$ cat src/rtl/adc_disc_seq.sv
module adc_disc_seq #(
  parameter int MAX_LEN = 8,
  parameter int CH_W    = 5,
  parameter int DATA_W  = 12,
  localparam int LEN_W  = $clog2(MAX_LEN + 1),
  localparam int POS_W  = (MAX_LEN > 1) ? $clog2(MAX_LEN) : 1
) (
  input  logic                    clk,
  input  logic                    rst_n,
  input  logic                    enable,
  input  logic                    trig,
  input  logic                    ovr_clr,
  input  logic [LEN_W-1:0]        seq_len,
  input  logic [LEN_W-1:0]        grp_size,
  input  logic [MAX_LEN*CH_W-1:0] ch_list,
  input  logic                    adc_done,
  input  logic [DATA_W-1:0]       adc_data,
  output logic                    adc_start,
  output logic [CH_W-1:0]         adc_ch,
  output logic                    eoc,
  output logic [DATA_W-1:0]       eoc_data,
  output logic [CH_W-1:0]         eoc_ch,
  output logic                    eos,
  output logic                    busy,
  output logic                    ovr_flag
);

  logic [CH_W-1:0]  lane [MAX_LEN];
  logic [POS_W-1:0] pos;
  logic [LEN_W-1:0] gcnt;
  logic             conv;

  for (genvar i = 0; i < MAX_LEN; i++) begin : g_lane
    assign lane[i] = ch_list[i*CH_W +: CH_W];
  end

  wire [LEN_W-1:0] pos_inc  = LEN_W'(pos) + LEN_W'(1);
  wire             last_seq = pos_inc >= seq_len;
  wire             last_grp = (gcnt + LEN_W'(1)) >= grp_size;
  wire [POS_W-1:0] pos_next = last_seq ? '0 : pos_inc[POS_W-1:0];
  wire             go       = enable && trig && !conv;
  wire             fin      = enable && conv && adc_done;
  wire             ovr_set  = enable && trig && conv;

  assign busy = conv;

  always_ff @(posedge clk or negedge rst_n) begin
    if (!rst_n) begin
      conv      <= 1'b0;
      pos       <= '0;
      gcnt      <= '0;
      adc_start <= 1'b0;
      adc_ch    <= '0;
      eoc       <= 1'b0;
      eoc_data  <= '0;
      eoc_ch    <= '0;
      eos       <= 1'b0;
      ovr_flag  <= 1'b0;
    end else begin
      adc_start <= 1'b0;
      eoc       <= 1'b0;
      eos       <= 1'b0;
      if (ovr_set)      ovr_flag <= 1'b1;
      else if (ovr_clr) ovr_flag <= 1'b0;
      if (!enable) begin
        conv <= 1'b0;
        pos  <= '0;
        gcnt <= '0;
      end else if (go) begin
        conv      <= 1'b1;
        gcnt      <= '0;
        adc_start <= 1'b1;
        adc_ch    <= lane[pos];
      end else if (fin) begin
        eoc      <= 1'b1;
        eoc_data <= adc_data;
        eoc_ch   <= adc_ch;
        eos      <= last_seq;
        pos      <= pos_next;
        if (last_grp || last_seq) begin
          conv <= 1'b0;
          gcnt <= '0;
        end else begin
          gcnt      <= gcnt + LEN_W'(1);
          adc_start <= 1'b1;
          adc_ch    <= lane[pos_next];
        end
      end
    end
  end

endmodule

$ cat config.mk
export PLATFORM = sky130hd
export DESIGN_NAME = adc_disc_seq
export DESIGN_NICKNAME = d
export VERILOG_FILES = /design/src/rtl/adc_disc_seq.sv
export SDC_FILE = /design/constraint.sdc
export NUM_CORES = 1
export LEC_CHECK = 0
export ABC_AREA = 0
export BUFFER_PORTS_ARGS = -buffer_cell sky130_fd_sc_hd__buf_2
export CAP_MARGIN = 20
export CORE_UTILIZATION = 52
export CTS_BUF_LIST = sky130_fd_sc_hd__clkbuf_16
export DETAILED_ROUTE_END_ITERATION = 10
export GPL_TIMING_DRIVEN = 0
export PLACE_DENSITY = 0.86
export SLEW_MARGIN = 20
export SYNTH_ARGS = -nofsm -noshare
export SYNTH_HDL_FRONTEND = slang
export SYNTH_SLANG_ARGS = --single-unit
$ cat constraint.sdc
create_clock -name clk -period 4.92 [get_ports clk]
set_input_delay 0.984 -clock clk [delete_from_list [all_inputs] [get_ports clk]]
set_output_delay 0.984 -clock clk [all_outputs]
set_load 0.1 [all_outputs]
==> results of run 1 <==
-- area by class of cell --
cell class / count / area, um2
repair buffers: 91 / 455
clock buffers: 5 / 125
flip-flops and latches: 34 / 851
clock inverters: 3 / 12.5
plain buffers: 12 / 71.3
fillers: 278 / 1170
multi-input cells: 134 / 1260
inverters: 13 / 50.0
well taps: 50 / 62.6
-- worst max-delay path, stage by stage (launching register included) --
cell and delay (ns):
dfrtp_1 0.37, buf_2 0.29, clkbuf_1 0.38, and3_1 0.23, ha_1 0.24, a21oi_1 0.27
o211ai_2 0.15, a211o_1 0.38, buf_6 0.20, a31oi_1 0.18, o31ai_1 0.10
-- report_power, final --
group / switching [uW] / leakage [uW] / internal, uW / total [uW]
registers: 31.6 / 0.000431 / 333 / 365
clock network: 112 / 0.0000724 / 183 / 295
logic: 485 / 0.000923 / 132 / 617
total: 629 / 0.00143 / 647 / 1280
-- through the flow --
step,utilization (%),setup slack [ns],total power [uW]
6_report,71.1,2.01,1280
4_1_cts,71.1,2.04,1280
2_1_floorplan,-,2.47,865
3_5_place_dp,67.7,2.05,988
3_3_place_gp,67.7,2.12,976
5_1_grt,71.1,1.79,1330
-- per-layer routing --
| metal | global-route usage, % | vias to the layer above |
|---|---|---|
| met4 | 8.78 | 0 |
| met2 | 42.2 | 116 |
| met5 | 0 | - |
| met1 | 32.6 | 933 |
| li1 | - | 926 |
| met3 | 6.08 | 8 |
-- final timing paths --
path,startpoint,endpoint,slack [ns],cells past startpoint
worst max-delay path,pos[0]$_DFFE_PN0P_,adc_ch[2]$_DFFE_PN0P_,2.01,10
worst max register to register,pos[0]$_DFFE_PN0P_,adc_ch[2]$_DFFE_PN0P_,2.01,10
worst min register to register,eoc_data[9]$_DFFE_PN0P_,eoc_data[9]$_DFFE_PN0P_,0.50,1
min in group asynchronous,rst_n,eoc_data[5]$_DFFE_PN0P_,0.77,1
max in group asynchronous,rst_n,pos[2]$_DFFE_PN0P_,3.68,1
worst min-delay path,eoc_data[9]$_DFFE_PN0P_,eoc_data[9]$_DFFE_PN0P_,0.50,1
-- synth_stat cells, drive strengths merged --
cell type / count / area, um2
o211ai: 2 / 20.0
clkbuf: 3 / 11.3
nand3: 7 / 40.0
and3: 2 / 12.5
o31ai: 4 / 30.0
inv: 12 / 45.0
a21oi: 5 / 25.0
ha: 10 / 125
xnor2: 2 / 25.0
a211o: 1 / 8.76
o21a: 1 / 7.51
mux4: 15 / 338
a2bb2oi: 2 / 17.5
nand3b: 1 / 7.51
a22oi: 3 / 22.5
nor3b: 1 / 12.5
o221a: 3 / 33.8
nor3: 3 / 15.0
a211oi: 1 / 7.51
nand2: 10 / 37.5
o21ai: 11 / 55.1
nand2b: 4 / 25.0
dfrtp: 34 / 851
nor2: 9 / 33.8
a31oi: 8 / 50.1
buf: 9 / 60.1
mux2: 19 / 214
a21o: 2 / 15.0
clkinv: 1 / 5.00
mux2i: 8 / 80.1
-- state kept, by name, indices dropped and copies added (netlist names) --
name       cells
adc_ch         5
adc_start      1
gcnt           4
pos            3
ovr_flag       1
busy           1
eoc_data      12
eoc_ch         5
eos            1
eoc            1
-- cell families (layout without fill, tap and decap cells) --
group | Yosys count | count (layout)
buffers and inverters | 25 | 124
adder cells (fa/ha/maj) | 10 | 10
XOR/XNOR | 2 | 2
AND/OR/NAND/NOR | 37 | 37
flip-flops | 34 | 34
AO/OA/AOI/OAI | 43 | 43
multiplexers | 42 | 42
==> flow_metrics.py, run 1 <==
metrics = {
    "cts": {
        "clock_sinks": 34,
        "path_clk_slew_ns": 0.05,
        "numCtsBuffers": 5,
        "cts_tree": "yes",
        "root_buffer": "clkbuf_16",
        "cts.path.max_buffers": 2,
        "htreeDepth": 2,
        "postCtsHoldBufs": 0,
        "insertion_delay_ns": 0.28,
        "post_cts_buffers": 0,
        "cts_resized": 0,
    },
    "yosys": {
        "synth_top_family_by_area": "multiplexers",
        "ys_seq_elements": 34,
        "yosys_warnings": 0,
        "synthMuxAreaShare_pct": 28.3,
        "synth.net_count": 269,
        "ys_seq_area_share_pct": 38.1,
        "synth_compound_area_share_pct": 13.1,
        "synth.distinct_cells": 38,
        "synth_xor_xnor_area_share_pct": 1.12,
        "synth_cells": 193,
        "synthesis.area_mm2": 0.00223,
        "yosys.area_share.simple_pct": 8.24,
        "postSynthAreaPerCell_um2": 11.6,
        "synthAdderAreaFrac_pct": 5.61,
    },
    "worst_setup_path": {
        "critPathKind": "reg2reg",
        "cp-start-kind": "flip-flop",
        "endpoint_kind": "flip-flop",
        "critical_path_arrival_ns": 3.07,
        "path_max_fanout": 10,
        "cp_data_required_time_ns": 5.08,
    },
    "timing": {
        "period_needed_ns": 2.91,
        "setup_viol": 0,
        "hold_viol": 0,
        "worst_pin_slew_ns": 0.742,
        "totalNegativeSetupSlack_ns": 0,
        "relSlewSlack_pct": 50.6,
        "finalCritPeriodShare_pct": 59.2,
        "finalClockSkew_ns": 0.00402,
        "whs_ns": 0.496,
        "slew_violations": 0,
        "rsz0062_at_grt": "false",
        "max_freq_ghz": 0.343,
    },
    "place": {
        "io_buffers": 91,
        "place_inst": 334,
        "dpl-instance-area_mm2": 0.00275,
        "detailedPlacementHpwl_mm": 4.07,
        "place.gp.congestion": 0.826,
    },
    "route": {
        "viasPerCell": 5.80,
        "wl_per_cell_um": 15.2,
        "drt-met1-wl_mm": 2.14,
        "dr_wl_met2_mm": 2.60,
        "drtPass1Iterations": 4,
        "wirelength_mm": 5.19,
        "dr.max_layer_used": "met4",
        "drtAntennaViolNets": 0,
        "drt_iter0_drc": 76,
        "wl_met3_um": 382,
        "drc": 0,
        "vias": 1983,
    },
    "floorplan": {
        "fp.dieW_um": 67.5,
        "io-pin-count": 93,
        "fp-row-count": 23,
        "die_h_um": 67.5,
        "coreArea_mm2": 0.00406,
        "start_util_pct": 55.0,
        "fp.dieArea_mm2": 0.00456,
    },
    "global_routing": {
        "grt_max_degree": 35,
        "grt_pass1_vias": 1832,
        "antenna_found_initial": 0,
        "grt_remaining_overflow": 0,
        "grt.total_usage_pct": 25.5,
        "grt_pass1_wl_mm": 8.41,
    },
    "final_layout": {
        "layout.nets": 367,
        "drive_above_1_share_pct": 50.3,
        "syn2layout_area_growth_pct": 29.4,
        "final_cell_count_no_fill": 342,
        "diodes": 0,
        "layout_commonest_cell": "buf_2",
        "stdcell_area_mm2": 0.00289,
        "mostFrequentLayoutCells": "buf_2, dfrtp_1, mux2_2",
    },
    "status": {
        "status": "finished, final reports clean",
    },
    "pwr": {
        "p_leak_uw": 0.00143,
        "vdd_drop_max_uv": 184,
        "p_per_area_mw_per_mm2": 442,
    },
    "worst_hold_path": {
        "hold_class": "reg2reg",
    },
    "run": {
        "cap_violations": 0,
    },
}
Note: power is estimated with default switching activity, not from simulation.
==> run 2, diff against run 1 <==
Settings changed: CORE_UTILIZATION 52 to 44, PLACE_DENSITY 0.86 to 0.77.
Clock period 4.92 ns to 2.35 ns, I/O delays scaled along.
==> flow_metrics.py, run 2 (synthesis gave the netlist of run 1 again) <==
metrics = {
    "timing": {
        "setup_ws_ns": 0.0353,
        "period_needed_ns": 2.31,
        "hold_viol": 0,
        "max_freq_ghz": 0.432,
        "slew_violations": 0,
        "setup_viol": 0,
        "finalClockSkew_ns": 0.00537,
        "worst_pin_slew_ns": 0.733,
        "rsz0062_at_grt": "true",
        "finalCritPeriodShare_pct": 98.5,
        "relSlewSlack_pct": 51.1,
        "totalNegativeSetupSlack_ns": 0,
    },
    "floorplan": {
        "io-pin-count": 93,
        "start_util_pct": 46.6,
        "coreArea_mm2": 0.00479,
        "fp.dieW_um": 73.2,
        "fp.dieArea_mm2": 0.00536,
        "die_h_um": 73.2,
        "fp-row-count": 25,
    },
    "worst_setup_path": {
        "cpMaxStageDelayCell": "dfrtp_2",
        "path_buf_inv": 1,
        "endpoint_kind": "flip-flop",
        "cp_slowest_stage_delay_ns": 0.45,
        "cp-start-kind": "flip-flop",
        "critPathTopFamily": "compound AO/OA/AOI/OAI gates",
        "path_max_fanout": 3,
        "crit_chain": "ha_4 -> ha_1 -> o211ai_1 -> o211ai_2 -> a211o_4 -> buf_4 -> a31oi_4 -> o31ai_2",
        "critPathKind": "reg2reg",
        "cp_data_required_time_ns": 2.51,
        "critical_path_arrival_ns": 2.47,
    },
    "global_routing": {
        "grt_remaining_overflow": 0,
        "grt_pass1_vias": 1951,
        "antenna_found_initial": 0,
        "grt_pass1_wl_mm": 8.60,
        "grt.total_usage_pct": 21.2,
        "grt_max_degree": 35,
    },
    "cts": {
        "numCtsBuffers": 5,
        "postCtsHoldBufs": 0,
        "path_clk_slew_ns": 0.05,
        "htreeDepth": 2,
        "cts.path.max_buffers": 2,
        "insertion_delay_ns": 0.27,
        "cts_tree": "yes",
        "root_buffer": "clkbuf_16",
        "clock_sinks": 34,
    },
    "route": {
        "vias": 1960,
        "wl_per_cell_um": 14.2,
        "drtAntennaViolNets": 0,
        "viasPerCell": 5.28,
        "drc": 0,
        "drt_iter0_drc": 41,
        "wirelength_mm": 5.27,
        "drtPass1Iterations": 4,
    },
    "status": {
        "status": "finished, final reports clean",
    },
    "place": {
        "place_inst": 351,
        "pre_cts_ws_ns": -0.364,
        "place.gp.congestion": 0.780,
        "io_buffers": 91,
        "detailedPlacementHpwl_mm": 3.93,
    },
    "pwr": {
        "p_per_area_mw_per_mm2": 878,
        "vdd_drop_max_uv": 377,
        "fin_total_pwr_uw": 2810,
        "p_leak_uw": 0.00151,
    },
    "final_layout": {
        "mostFrequentLayoutCells": "buf_2, dfrtp_1, mux2_2",
        "layout.nets": 380,
        "diodes": 0,
        "syn2layout_area_growth_pct": 43.7,
        "drive_above_1_share_pct": 58.2,
        "reg_top3": "eoc_data (12), adc_ch (5), eoc_ch (5)",
        "regMostFlops": "eoc_data",
        "regArea_um2": 853,
        "final_cell_count_no_fill": 371,
        "utilization_pct": 67.0,
        "fillers": 362,
        "multi_input_area_mm2": 0.00140,
        "layout_commonest_cell": "buf_2",
        "largest_reg_flops": 12,
    },
    "worst_hold_path": {
        "hold_class": "in2async",
    },
    "run": {
        "cap_violations": 0,
    },
}
-- run 2: cell types whose count changed in the layout (fill, tap and decap cells not counted), sizes merged --
cell | previous run | this run
inv | 13 | 12
bufinv | 0 | 1
clkinv | 3 | 2
buf | 100 | 113
-- run 2: metrics by stage --
| step | hold slack [ns] | cell area (um2) |
|---|---|---|
| after CTS | 0.288 | 2990 |
| final | 0.255 | 3210 |
| after global routing | 0.330 | 3210 |
| after floorplan | 0.174 | 2230 |
| after detailed placement | 0.490 | 2770 |
| after global placement | 0.483 | 2770 |
-- run 2: per-layer routing --
metal  GRT usage, %  routed length [um]  vias to the layer above  share of wire [%]
met5              0                   0                        -                  0
met4           10.7                  53                        0                1.0
met3           4.14                 237                        5                4.5
met2           36.4                2750                       66                 52
met1           25.2                2220                      931                 42
li1               -                   -                      958                  -
-- run 2: worst paths after layout --
path | from | to | slack (ns) | cells past startpoint
hold / removal | rst_n | ovr_flag$_DFFE_PN0P_ | 0.26 | 1
max in group asynchronous | rst_n | pos[1]$_DFFE_PN0P_ | 1.57 | 1
hold reg to reg | eoc_data[8]$_DFFE_PN0P_ | eoc_data[8]$_DFFE_PN0P_ | 0.50 | 1
min in group clk | ovr_clr | ovr_flag$_DFFE_PN0P_ | 0.40 | 2
setup reg to reg | pos[1]$_DFFE_PN0P_ | adc_ch[4]$_DFFE_PN0P_ | 0.04 | 8
setup / recovery | pos[1]$_DFFE_PN0P_ | adc_ch[4]$_DFFE_PN0P_ | 0.04 | 8
-- run 2: layout make-up --
type,instances,share of cell area (%)
Buffer,11,2.77
Clock buffer,5,3.90
Clock inverter,2,1.05
Inverter,13,1.56
Multi-Input combinational cell,134,43.6
Sequential cell,34,26.6
Tap cell,67,2.62
Timing Repair Buffer,105,17.9
-- run 2: timing repair --
item,CTS,global route
gates resized for setup,8,21
setup buffers,4,10
pin swaps,3,11
setup endpoints to repair,12,6
-- run 2: worst reg2reg max path: stages, from the launching register on --
cell      delay, ns
dfrtp_2        0.45
ha_4           0.26
ha_1           0.27
o211ai_1       0.30
o211ai_2       0.15
a211o_4        0.35
buf_4          0.16
a31oi_4        0.19
o31ai_2        0.08
-- run 2: where the power goes --
part           internal, uW  switching, uW
registers               698           65.9
logic                   309           1030
clock network           489            222
total                  1500           1320
